===== config.mk =====
export PLATFORM = sky130hd
export DESIGN_NAME = hd1_march_ctrl
export DESIGN_NICKNAME = d
export VERILOG_FILES = /design/src/rtl/hd1_pkg.sv /design/src/rtl/hd1_addr_gen.sv /design/src/rtl/hd1_seq.sv /design/src/rtl/hd1_resp_chk.sv /design/src/rtl/hd1_march_ctrl.sv
export SDC_FILE = /design/constraint.sdc
export NUM_CORES = 1
export LEC_CHECK = 0
export BUFFER_PORTS_ARGS = -buffer_cell sky130_fd_sc_hd__buf_4
export CAP_MARGIN = 25
export CORE_UTILIZATION = 64
export CTS_BUF_LIST = sky130_fd_sc_hd__clkbuf_4
export CTS_CLUSTER_DIAMETER = 200
export DETAILED_ROUTE_END_ITERATION = 10
export GPL_TIMING_DRIVEN = 0
export PLACE_DENSITY = 0.89
export SETUP_SLACK_MARGIN = 0.3
export SLEW_MARGIN = 20
export SYNTH_ARGS = -nofsm -noshare
export SYNTH_HDL_FRONTEND = slang
export SYNTH_HIERARCHICAL = 1
export SYNTH_SLANG_ARGS = --single-unit

===== constraint.sdc =====
create_clock -name clk_i -period 4.2 [get_ports clk_i]
set_input_delay 0.84 -clock clk_i [delete_from_list [all_inputs] [get_ports clk_i]]
set_output_delay 0.84 -clock clk_i [all_outputs]
set_load 0.03 [all_outputs]

===== src/rtl/hd1_pkg.sv =====
package hd1_pkg;
  typedef enum logic [1:0] {
    ST_IDLE  = 2'd0,
    ST_INIT  = 2'd1,
    ST_MARCH = 2'd2,
    ST_DONE  = 2'd3
  } seq_st_e;
endpackage


===== src/rtl/hd1_addr_gen.sv =====
module hd1_addr_gen #(
  parameter int ROW_W = 3,
  parameter int COL_W = 2,
  parameter int BW    = 2,
  localparam int AW   = ROW_W + COL_W
) (
  input  logic [AW-2:0] pidx_i,
  input  logic [BW-1:0] bit_i,
  input  logic          col_mode_i,
  input  logic          desc_i,
  input  logic          half_i,
  output logic [AW-1:0] addr_o
);
  logic [AW-1:0] sel, low_mask, ext, base, partner;

  always_comb begin
    if (col_mode_i) sel = AW'(1) << bit_i;
    else            sel = AW'(1) << (bit_i + COL_W);
    low_mask = sel - 1'b1;
    // descending walk: reversed pair index
    ext      = {1'b0, (desc_i ? ~pidx_i : pidx_i)};
    base     = ((ext & ~low_mask) << 1) | (ext & low_mask);
    partner  = base | sel;
    addr_o   = (half_i ^ desc_i) ? partner : base;
  end
endmodule


===== src/rtl/hd1_seq.sv =====
module hd1_seq
  import hd1_pkg::*;
#(
  parameter int ROW_W = 3,
  parameter int COL_W = 2,
  parameter int BW    = 2,
  localparam int AW   = ROW_W + COL_W
) (
  input  logic          clk_i,
  input  logic          rst_ni,
  input  logic          start_i,
  input  logic          col_mode_i,
  output seq_st_e       st_o,
  output logic          mode_o,
  output logic          start_acc_o,
  output logic [AW-1:0] init_addr_o,
  output logic [AW-2:0] pidx_o,
  output logic          half_o,
  output logic          op_o,
  output logic [1:0]    elem_o,
  output logic [BW-1:0] bit_o
);
  seq_st_e       st_q;
  logic [AW:0]   cnt_q;
  logic [1:0]    elem_q;
  logic [BW-1:0] bit_q, fw_last;
  logic          mode_q, init_last, elem_last;

  assign start_acc_o = start_i && (st_q == ST_IDLE || st_q == ST_DONE);
  assign init_last   = &cnt_q[AW-1:0];
  assign elem_last   = &cnt_q;
  assign fw_last     = mode_q ? BW'(COL_W - 1) : BW'(ROW_W - 1);

  always_ff @(posedge clk_i or negedge rst_ni) begin
    if (!rst_ni) begin
      st_q   <= ST_IDLE;
      cnt_q  <= '0;
      elem_q <= '0;
      bit_q  <= '0;
      mode_q <= 1'b0;
    end else if (start_acc_o) begin
      st_q   <= ST_INIT;
      cnt_q  <= '0;
      elem_q <= '0;
      bit_q  <= '0;
      mode_q <= col_mode_i;
    end else begin
      case (st_q)
        ST_INIT: begin
          cnt_q <= init_last ? '0 : cnt_q + 1'b1;
          if (init_last) st_q <= ST_MARCH;
        end
        ST_MARCH: begin
          cnt_q <= cnt_q + 1'b1;
          if (elem_last) begin
            elem_q <= elem_q + 1'b1;
            if (elem_q == 2'd3) begin
              if (bit_q == fw_last) st_q <= ST_DONE;
              else                  bit_q <= bit_q + 1'b1;
            end
          end
        end
        default: ;
      endcase
    end
  end

  assign st_o        = st_q;
  assign mode_o      = mode_q;
  assign init_addr_o = cnt_q[AW-1:0];
  assign op_o        = cnt_q[0];
  assign half_o      = cnt_q[1];
  assign pidx_o      = cnt_q[AW:2];
  assign elem_o      = elem_q;
  assign bit_o       = bit_q;


  done_hold_chk: assert property (@(posedge clk_i) disable iff (!rst_ni)
    (st_q == ST_DONE && !start_i) |=> st_q == ST_DONE)
    else $error("done not held");


  busy_start_chk: assert property (@(posedge clk_i) disable iff (!rst_ni)
    (st_q == ST_MARCH && start_i) |=> st_q != ST_INIT)
    else $error("start accepted while busy");
endmodule


===== src/rtl/hd1_resp_chk.sv =====
module hd1_resp_chk #(
  parameter int AW     = 5,
  parameter int DATA_W = 8,
  parameter int BW     = 2
) (
  input  logic              clk_i,
  input  logic              rst_ni,
  input  logic              clear_i,
  input  logic              rd_i,
  input  logic [DATA_W-1:0] exp_i,
  input  logic [AW-1:0]     addr_i,
  input  logic [BW-1:0]     bit_i,
  input  logic [DATA_W-1:0] rdata_i,
  output logic              fail_o,
  output logic [AW-1:0]     fail_addr_o,
  output logic [BW-1:0]     fail_bit_o,
  output logic [DATA_W-1:0] fail_exp_o
);
  logic              pend_q, mism;
  logic [DATA_W-1:0] exp_q;
  logic [AW-1:0]     addr_q;
  logic [BW-1:0]     bit_q;

  assign mism = pend_q && (rdata_i != exp_q);

  always_ff @(posedge clk_i or negedge rst_ni) begin
    if (!rst_ni) begin
      pend_q      <= 1'b0;
      exp_q       <= '0;
      addr_q      <= '0;
      bit_q       <= '0;
      fail_o      <= 1'b0;
      fail_addr_o <= '0;
      fail_bit_o  <= '0;
      fail_exp_o  <= '0;
    end else if (clear_i) begin
      pend_q      <= 1'b0;
      fail_o      <= 1'b0;
      fail_addr_o <= '0;
      fail_bit_o  <= '0;
      fail_exp_o  <= '0;
    end else begin
      pend_q <= rd_i;
      if (rd_i) begin
        exp_q  <= exp_i;
        addr_q <= addr_i;
        bit_q  <= bit_i;
      end
      if (mism && !fail_o) begin
        fail_o      <= 1'b1;
        fail_addr_o <= addr_q;
        fail_bit_o  <= bit_q;
        fail_exp_o  <= exp_q;
      end
    end
  end


  mism_flag_chk: assert property (@(posedge clk_i) disable iff (!rst_ni)
    (mism && !clear_i) |=> fail_o)
    else $error("mismatch not flagged");


  first_keep_chk: assert property (@(posedge clk_i) disable iff (!rst_ni)
    (fail_o && !clear_i) |=> fail_o && $stable(fail_addr_o) && $stable(fail_bit_o))
    else $error("failure record overwritten");
endmodule


===== src/rtl/hd1_march_ctrl.sv =====
module hd1_march_ctrl
  import hd1_pkg::*;
#(
  parameter int ROW_W  = 3,
  parameter int COL_W  = 2,
  parameter int DATA_W = 8,
  localparam int AW     = ROW_W + COL_W,
  localparam int FW_MAX = (ROW_W > COL_W) ? ROW_W : COL_W,
  localparam int BW     = (FW_MAX > 1) ? $clog2(FW_MAX) : 1
) (
  input  logic              clk_i,
  input  logic              rst_ni,
  input  logic              start_i,
  input  logic              col_mode_i,
  output logic              mem_en_o,
  output logic              mem_we_o,
  output logic [AW-1:0]     mem_addr_o,
  output logic [DATA_W-1:0] mem_wdata_o,
  input  logic [DATA_W-1:0] mem_rdata_i,
  output logic              done_o,
  output logic              fail_o,
  output logic [AW-1:0]     fail_addr_o,
  output logic [BW-1:0]     fail_bit_o,
  output logic [DATA_W-1:0] fail_exp_o
);
  localparam logic [DATA_W-1:0] ONES = {DATA_W{1'b1}};

  seq_st_e       st;
  logic          mode, start_acc, half, op, rd;
  logic [AW-1:0] init_addr, march_addr;
  logic [AW-2:0] pidx;
  logic [1:0]    elem;
  logic [BW-1:0] bit_idx;

  hd1_seq #(.ROW_W(ROW_W), .COL_W(COL_W), .BW(BW)) u_seq (
    .clk_i, .rst_ni, .start_i, .col_mode_i,
    .st_o(st), .mode_o(mode), .start_acc_o(start_acc),
    .init_addr_o(init_addr), .pidx_o(pidx), .half_o(half), .op_o(op),
    .elem_o(elem), .bit_o(bit_idx)
  );

  hd1_addr_gen #(.ROW_W(ROW_W), .COL_W(COL_W), .BW(BW)) u_agen (
    .pidx_i(pidx), .bit_i(bit_idx), .col_mode_i(mode),
    .desc_i(elem[1]), .half_i(half), .addr_o(march_addr)
  );

  assign mem_en_o    = (st == ST_INIT) || (st == ST_MARCH);
  assign mem_we_o    = (st == ST_INIT) || (st == ST_MARCH && op);
  assign mem_addr_o  = (st == ST_INIT) ? init_addr : march_addr;
  // elements 0/2 write ones, 1/3 write zeros; init writes zeros
  assign mem_wdata_o = (st == ST_MARCH && !elem[0]) ? ONES : '0;
  assign rd          = (st == ST_MARCH) && !op;
  assign done_o      = (st == ST_DONE);

  hd1_resp_chk #(.AW(AW), .DATA_W(DATA_W), .BW(BW)) u_chk (
    .clk_i, .rst_ni, .clear_i(start_acc), .rd_i(rd),
    .exp_i(elem[0] ? ONES : '0), .addr_i(march_addr), .bit_i(bit_idx),
    .rdata_i(mem_rdata_i), .fail_o, .fail_addr_o, .fail_bit_o, .fail_exp_o
  );


  rd_then_wr_chk: assert property (@(posedge clk_i) disable iff (!rst_ni)
    (mem_en_o && !mem_we_o) |=> mem_en_o && mem_we_o && mem_addr_o == $past(mem_addr_o))
    else $error("read not followed by write to same address");


  pair_hd1_chk: assert property (@(posedge clk_i) disable iff (!rst_ni)
    (st == ST_MARCH && half && !op) |-> $countones(mem_addr_o ^ $past(mem_addr_o)) == 1)
    else $error("pair addresses not one bit apart");


  init_step_chk: assert property (@(posedge clk_i) disable iff (!rst_ni)
    (st == ST_INIT && $past(st) == ST_INIT) |-> mem_addr_o == AW'($past(mem_addr_o) + 1'b1))
    else $error("init not ascending");


  done_idle_chk: assert property (@(posedge clk_i) disable iff (!rst_ni)
    done_o |-> !mem_en_o)
    else $error("access while done");
endmodule


# == Yosys cells after proc, flatten, opt, wreduce, memory -nomap -nowiden ==
# Index checks and enable logic that the tools add are counted.
# word_totals
reg_bits,45
output_inout_bits,32
wordCells,96
# classes
n_addsub,5
eq_ne,11
shift,2
mux,33
bitwise_logic,8
reduce_logical,24
# op_table
op,n
$mux 2,16
$mux 8,4
$shl 1x32->5 const A,1
$mux 5,5
$mux 6,2
$ne 3x2->1 const B,4
$pmux 6 s2,1
$or 5x5->5,2
$reduce_and 5->1,2
$ne 8x8->1,1
$not 4->4,2
$reduce_bool 2->1,4
$add 6x1->6 const B,1
$eq 2x2->1 const B,3
$logic_and 1x1->1,6
$reduce_and 6->1,1
$and 4x5->5,1
$shl 1x2->5 const A,1
$sub 5x1->5 const B,1
$add 2x1->2 const B,2
$and 4x4->4,1
$mux 4,1
$pmux 2 s2,1
$reduce_and 2->1,2
12 further kinds,18

# == Logic depth before layout (Yosys ltp) ==
# Gate-level depths: netlist (run 1).
# logic_depth
depth_word,10
ltp_mapped,10
depth_no_buf,9

# == By module ==
# The synthesis (run 1) kept the hierarchy.
# by_module_without_submodules
mod,instances,cells_per_inst,area_per_inst_um2,seq_area_each_um2
hd1_resp_chk,1,113,1461.4,800.8
hd1_seq,1,89,809.5,325.3
hd1_addr_gen,1,41,291.5,0.0
hd1_march_ctrl,1,22,209.0,0.0

# == Least setup slack after synthesis (run 1) ==
# Ideal clock, no wire load.
# synth_timing
path_kind,register to output
from,"register u_seq.mode_q, in the netlist u_seq/mode_o"
to,output mem_addr_o[1]
t_arrival_ns,2.180
required_time_ns,3.360
slack_ns,1.180
stages_incl_launch_ff,9
path_buffers,0
cell_sequence,dfrtp_1 inv_1 ha_1 or3_4 ha_1 o21ai_0 a21oi_1 o21ba_2 mux2_4
# synth_via
elab_chain_cells,8
# synth_lines
item,line_no,text
"start, declared",hd1_seq.sv:27,"logic mode_q, init_last, elem_last;"
"start signal, assigned",hd1_seq.sv:46,mode_q <= col_mode_i;
$mux 5 (*),hd1_addr_gen.sv:17,if (col_mode_i) sel = AW'(1) << bit_i;
$sub 5x1->5,hd1_addr_gen.sv:19,low_mask = sel - 1'b1;
$not 4->4,hd1_addr_gen.sv:22,base = ((ext & ~low_mask) << 1) | (ext & low_mask);
$and 4x4->4,hd1_addr_gen.sv:22,
$or 5x5->5,hd1_addr_gen.sv:22,
$or 5x5->5,hd1_addr_gen.sv:23,partner = base | sel;
$mux 5 (*),hd1_addr_gen.sv:24,addr_o = (half_i ^ desc_i) ? partner : base;
named net march_addr[1],hd1_march_ctrl.sv:30,"logic [AW-1:0] init_addr, march_addr;"
$mux 5 (*),hd1_march_ctrl.sv:49,assign mem_addr_o = (st == ST_INIT) ? init_addr : march_addr;
"end, declared",hd1_march_ctrl.sv:17,"output logic [AW-1:0] mem_addr_o,"
# Mark *: on every way through the listed nets, which the timed path passes. The rest lies on a longest branch.

# == Worst setup path in the final report (run 1) ==
# Ends and elaborated chain as after synthesis.

==> results.json, run 1 <==
{
  "status": "finished clean",
  "clock-sinks": 45,
  "stdcell_area_um2": 3236,
  "synthArstFlopShare_pct": 100.0,
  "vias": 2122,
  "p_leak_uw": 0.001556,
  "crit_path_top_delay_cell": "dfrtp_2",
  "area_growth_pct": 16.75,
  "yosysTopAreaCellShare_pct": 40.63,
  "fin_crit_sh_pct": 88.70,
  "io_pins": 44,
  "max_stage_delay_ps": 440,
  "antenna_cells": 0,
  "place_area_um2": 3157,
  "critPathMaxFanout": 8,
  "ys_types": 51,
  "postCtsSetupBuffers": 0,
  "core-area_um2": 4086,
  "slew_headroom_pct": 61.71,
  "synth_cells": 265,
  "initialDrtViolationCount": 104,
  "required_ps": 3360,
  "utilization_pct": 79.18,
  "startpoint_type": "flip-flop",
  "cp_data_arrival_time_ps": 2890,
  "antenna_found_initial": 0,
  "rows": 23,
  "end_kind": "primary output",
  "cap_violations": 0,
  "final_cell_mix": "buf_4 (55), dfrtp_1 (44), nand2b_1 (32)",
  "grt_usage_pct": 28.48,
  "path_cells": "inv_1, ha_1, or3_4, ha_1, o21ai_0, a21oi_1, o21ba_2, mux2_4, buf_4",
  "tightest_slew_ps": 574.4,
  "rsz0062_at_grt": "no",
  "drc": 0,
  "grt_max_degree": 46,
  "first_global_vias": 2044,
  "htree_levels": 2,
  "hold_violations": 0,
  "synth_top_area_cell": "dfrtp_1",
  "cp_num_buf_inv": 2,
  "cts_tree": "built",
  "grt-ovfl-total": 0,
  "die-area_um2": 4598,
  "finClkSkew_ps": 9.866,
  "start_util_pct": 67.82,
  "maxSlewViolCount": 0,
  "power_frac_seq_pct": 34.0,
  "layout_commonest_cell": "buf_4",
  "combPwrFrac_pct": 51.9,
  "fin_crit_ps": 3726,
  "ys_ff_latch": 45,
  "synth-edff-count": 0,
  "clk-insertion-delay-late_ps": 350,
  "first_pass_iters": 4,
  "internal_power_uw": 1052,
  "die_h_um": 67.81,
  "ant_nets": 0,
  "dp.final_hpwl_mm": 4.019,
  "synth_area_per_cell_um2": 10.46,
  "syn_area_um2": 2771,
  "path_class": "flip-flop to primary output",
  "max_freq_ghz": 0.2684,
  "power_uw": 1798,
  "port_buffers": 43,
  "clkTransAtPathRegs_ps": 130,
  "worstSetupPathDepth": 9,
  "p_sw_uw": 746.1,
  "r2r_cells": 8,
  "vias_per_cell": 5.814,
  "wl_per_cell_um": 16.24,
  "power_frac_clock_pct": 14.1,
  "crit_top_cell": "ha_1",
  "synth_nets": 287,
  "min_path_type": "primary input to asynchronous set/reset pin",
  "finalWirelength_mm": 5.927,
  "fillCellCount": 279,
  "synth_flop_cell": "dfrtp_1",
  "drive_above_1_share_pct": 32.38,
  "synth.top_cells.by_area": "dfrtp_1 (41%), nand2b_1 (7.2%), mux2i_1 (6.1%)",
  "path_delay_family": "adder cells",
  "gp_congestion": 0.8677,
  "cts.path.max_buffers": 2,
  "clockRootBuffer": "clkbuf_4",
  "timing.setup.tns_ps": 0,
  "setup_viol": 0,
  "die_w_um": 67.81,
  "nets": 337,
  "yosys_warnings": 6,
  "cts_made_buffers": 5,
  "power_density_nw_per_um2": 555.8,
  "grt_pass1_wl_mm": 9.515,
  "yosysSeqAreaShare_pct": 40.63,
  "max-vdd-ir-drop_mv": 0.3641,
  "sw_frac_of_total_pct": 41.49
}
## synthesized netlist by cell type (all sizes together), types with 3 or more instances
| cell | n |
|---|---|
| dfrtp | 45 |
| or3 | 4 |
| nor2 | 6 |
| nand2 | 11 |
| clkbuf | 4 |
| nor2b | 6 |
| mux2i | 17 |
| inv | 13 |
| mux2 | 20 |
| o21ai | 11 |
| xor2 | 11 |
| buf | 19 |
| o211ai | 3 |
| a21oi | 14 |
| ha | 10 |
| nand2b | 32 |
| nand3 | 4 |
| nor4 | 3 |
## repair_timing
item	4_1_cts	5_1_grt
gates resized for setup	0	2
hold buffers	0	0
setup endpoints to repair	0	2
## through the flow
stage	setup slack (ps)	cells	hold WS (ps)
after floorplan	1180	265	481.8
after global placement	856.8	358	491.7
after detailed placement	820.5	358	496.4
after CTS	380.6	365	473.0
after global routing	306.1	365	493.8
final	474.4	365	480.5
## area by class of cell
cell class	count	area, um^2	area share [%]
multi-input combinational	184	1443	44.59
sequential	45	1127	34.84
timing repair buffer	43	322.8	9.977
buffer	23	158.9	4.911
tap	50	62.56	1.933
inverter	13	48.80	1.508
clock buffer	5	37.54	1.160
clock inverter	2	35.03	1.083
## worst register-to-register path, delay by kind of cell (launching register included)
kind	cells	cell delay [ps]
adders and majority gates	2	780
DFF	1	440
buffers and inverters	1	80
AOI/OAI and AO/OA	3	380
muxes	1	260
and+or+nand+nor	1	420
## metal layers
layer	global-route usage [%]	routed length, um	part of all wire (%)	vias up
met5	0	0	0	-
met4	8.073	68	1.1	0
met3	6.757	274	4.6	10
met2	48.64	3069	52	64
met1	35.71	2514	42	1037
li1	-	-	-	1011
## power by group through the flow
stage / Sequential, uW / Clock (uW) / Combinational, uW
CTS: 608 / 261 / 921
global route: 625 / 275 / 1010
global placement: 612 / 0 / 878
finish: 612 / 253 / 934
floorplan: 587 / 0 / 689
detailed placement: 616 / 0 / 914
## kinds of logic after synthesis
| group | count (synthesis) | share of synthesized area [%] |
|---|---|---|
| flops | 45 | 40.63 |
| mux | 37 | 14.94 |
| xor+xnor | 13 | 4.108 |
| buf+inv | 36 | 7.494 |
| compound gates | 45 | 10.84 |
| fa+ha+maj | 10 | 4.515 |
| simple gates | 79 | 17.47 |
## sequential cells by signal, indices dropped and copies added (netlist names), 2 cells and up
register	cells
u_seq/cnt_q	6
u_chk/bit_q	2
u_seq/elem_o	2
u_chk/addr_q	5
u_chk/fail_addr_o	5
u_seq/st_o	2
u_chk/exp_q	8
u_seq/bit_o	2
u_chk/fail_bit_o	2
u_chk/fail_exp_o	8
## worst paths after layout
kind	start	end	slack, ps
worst min register to register	u_chk/addr_q[1]$_DFFE_PN0P_	u_chk/addr_q[1]$_DFFE_PN0P_	520
worst min-delay path	rst_ni	u_chk/fail_addr_o[0]$_DFFE_PN0P_	480
max in group asynchronous	rst_ni	u_seq/mode_o$_DFFE_PN0N_	3310
min in group clk_i	u_chk/addr_q[1]$_DFFE_PN0P_	u_chk/addr_q[1]$_DFFE_PN0P_	520
worst max-delay path	u_seq/mode_o$_DFFE_PN0N_	mem_addr_o[1]	470
worst max register to register	u_seq/mode_o$_DFFE_PN0N_	u_chk/addr_q[1]$_DFFE_PN0P_	1720
(Power assumes the default switching activity.)
==> run 2, diff against run 1 <==
ABC_AREA = 1   (was default)
==> run 2 against run 1 <==
  * First-iteration DRC count grew 38%
  * Sequential share of layout area down 0.12 points
  * Global-route usage fell by 2.2 points
  * Clock power is essentially flat
==> results.json, run 2 <==
{
  "drc": 0,
  "layout_commonest_cell": "nand2_1",
  "cap_violations": 0,
  "synth_area_per_cell_um2": 7.291,
  "die_w_um": 67.97,
  "antenna_found_initial": 0,
  "end_kind": "primary output",
  "startpoint_type": "flip-flop",
  "rsz0062_at_grt": "no",
  "yosysMostFrequentCell": "nand2_1",
  "gp_congestion": 0.8836,
  "grt_pass1_wl_mm": 9.087,
  "tightest_slew_ps": 557.2,
  "clockRootBuffer": "clkbuf_4",
  "wl_per_cell_um": 11.54,
  "vias_per_cell": 5.120,
  "cp_data_arrival_time_ps": 2530,
  "path_delay_family": "adder cells",
  "grt-ovfl-total": 0,
  "first_global_vias": 2185,
  "status": "finished clean",
  "fin_crit_ps": 3373,
  "grt_busiest_layer": "met2",
  "crit_path_end": "mem_addr_o[2]",
  "rrSetupSlack_ps": 2060,
  "power_density_nw_per_um2": 219.4,
  "ys_ff_latch": 45,
  "timing.setup.tns_ps": 0,
  "drive_above_1_share_pct": 24.07,
  "synthArstFlopShare_pct": 100.0,
  "setup_slack_ps": 827.0,
  "yosysTopAreaCellShare_pct": 40.43,
  "ant_nets": 0,
  "cp_num_buf_inv": 4,
  "max_freq_ghz": 0.2965,
  "die_h_um": 67.97,
  "synth_cells": 382,
  "worstSetupPathDepth": 12,
  "synth-edff-count": 0,
  "critPathMaxFanout": 6,
  "synth_nets": 404,
  "grt_usage_pct": 26.25,
  "initialDrtViolationCount": 143,
  "r2r-start": "u_seq/mode_o$_DFFE_PN0N_",
  "stdcell_area_um2": 3243,
  "path_cells": "inv_1, ha_1, nor3_1, inv_1, ha_1, inv_1, nor2_1, nor2_1, nand2_1, nand2_1, nand2_1, buf_4",
  "synth_top_area_cell": "dfrtp_1",
  "final_cell_mix": "nand2_1 (126), buf_4 (56), dfrtp_1 (45)",
  "clkTransAtPathRegs_ps": 130,
  "syn_area_um2": 2785,
  "grt_max_degree": 46,
  "synth.top_cells.by_area": "dfrtp_1 (40%), nand2_1 (17%), nand3_1 (6.3%)",
  "finalWirelength_mm": 5.564,
  "use_met2_pct": 47.79,
  "cts_tree": "built",
  "required_ps": 3360,
  "max-vdd-ir-drop_mv": 0.1799,
  "yosys_warnings": 6,
  "grt_use_met1_pct": 30.41,
  "cts.path.max_buffers": 2,
  "fin_crit_sh_pct": 80.31,
  "synth_commonest_cells": "nand2_1 (126), dfrtp_1 (45), inv_1 (44)",
  "path_class": "flip-flop to primary output",
  "core-area_um2": 4086,
  "clk-insertion-delay-late_ps": 360,
  "ys_types": 26,
  "htree_levels": 2,
  "utilization_pct": 79.36,
  "maxSlewViolCount": 0,
  "dp.final_hpwl_mm": 4.243,
  "vias": 2468,
  "met3_usage_pct": 5.000,
  "start_util_pct": 68.16,
  "yosysSeqAreaShare_pct": 40.43,
  "io_pins": 44,
  "nets": 454,
  "dp_slack_ps": 1287,
  "die-area_um2": 4620,
  "port_buffers": 43,
  "area_growth_pct": 16.44,
  "first_pass_iters": 5,
  "hold_violations": 0,
  "place_area_um2": 3171,
  "clock-sinks": 45,
  "cts_resized": 0,
  "r2r-end": "u_chk/addr_q[2]$_DFFE_PN0P_",
  "postCtsSetupBuffers": 0,
  "rows": 23,
  "p_leak_uw": 0.001864,
  "max_stage_delay_ps": 410,
  "slew_headroom_pct": 62.86,
  "top_regs": "u_chk/exp_q: 8 flops, u_chk/fail_exp_o: 8 flops, u_seq/cnt_q: 6 flops",
  "crit_path_start": "u_seq/mode_o$_DFFE_PN0N_",
  "finClkSkew_ps": 17.84,
  "crit_path_top_delay_cell": "dfrtp_1",
  "min_path_type": "primary input to asynchronous set/reset pin",
  "cts.hold.buffers_added": 0,
  "r2r_cells": 11,
  "synth_flop_cell": "dfrtp_1",
  "cts_made_buffers": 5,
  "antenna_cells": 0,
  "setup_viol": 0
}
==> run 2: changes by cell type in the layout (fill, tap and decap cells not counted), moves of 11 or more <==
cell      change
xor2_1       -11
o21ai_0      +11
nand2_1     +115
nor2_1       +24
mux2_2       -15
nand2b_1     -32
inv_1        +33
mux2i_1      -17
nand3_1      +32
==> run 2: cell families (layout without fill, tap and decap cells) <==
kind of cell | Yosys count | after routing | synth area share (%)
and+or+nand+nor | 216 | 216 | 34.41
buffers and inverters | 77 | 127 | 13.07
DFF | 45 | 45 | 40.43
AOI/OAI and AO/OA | 27 | 27 | 4.852
xor gates and xnor gates | 7 | 7 | 2.740
adders and majority gates | 10 | 10 | 4.492
==> run 2: routing by layer <==
metal / wire length [um] / vias up
met5: 0 / -
met4: 68 / 0
met3: 242 / 8
met2: 2813 / 63
met1: 2439 / 1143
li1: - / 1254
==> run 2: worst min path at each step <==
stage / slack [ps] / depth (start not counted) / to / startpoint
final: 450 / 1 / u_chk/fail_exp_o[7]$_DFFE_PN0P_ / rst_ni
after global routing: 480 / 1 / u_chk/fail_addr_o[0]$_DFFE_PN0P_ / rst_ni
after CTS: 470 / 1 / u_chk/fail_exp_o[7]$_DFFE_PN0P_ / rst_ni
after detailed placement: 500 / 2 / u_chk/fail_exp_o[1]$_DFFE_PN0P_ / u_chk/fail_exp_o[1]$_DFFE_PN0P_
after global placement: 500 / 2 / u_chk/fail_exp_o[6]$_DFFE_PN0P_ / u_chk/fail_exp_o[6]$_DFFE_PN0P_
after floorplan: 490 / 2 / u_chk/bit_q[1]$_DFFE_PN0P_ / u_chk/bit_q[1]$_DFFE_PN0P_
==> run 2: stage by stage <==
step | power (uW) | hold slack [ps] | std cells
after global placement | 464.4 | 496.0 | 475
after global routing | 739.7 | 479.7 | 482
after floorplan | 446.5 | 486.1 | 382
after CTS | 718.8 | 469.6 | 482
final | 711.6 | 453.3 | 482
after detailed placement | 464.8 | 495.4 | 475
==> run 2: layout make-up <==
| class | count | area (um^2) |
|---|---|---|
| Fill cell | 291 | 843.3 |
| Timing Repair Buffer | 43 | 322.8 |
| Multi-Input combinational cell | 260 | 1295 |
| Sequential cell | 45 | 1126 |
| Buffer | 21 | 148.9 |
| Inverter | 56 | 215.2 |
| Clock buffer | 5 | 37.54 |
| Tap cell | 50 | 62.56 |
| Clock inverter | 2 | 35.03 |
==> run 2: where the power goes <==
part	internal, uW	switching [uW]
logic	9.29	13.2
clock network	121	135
registers	433	0
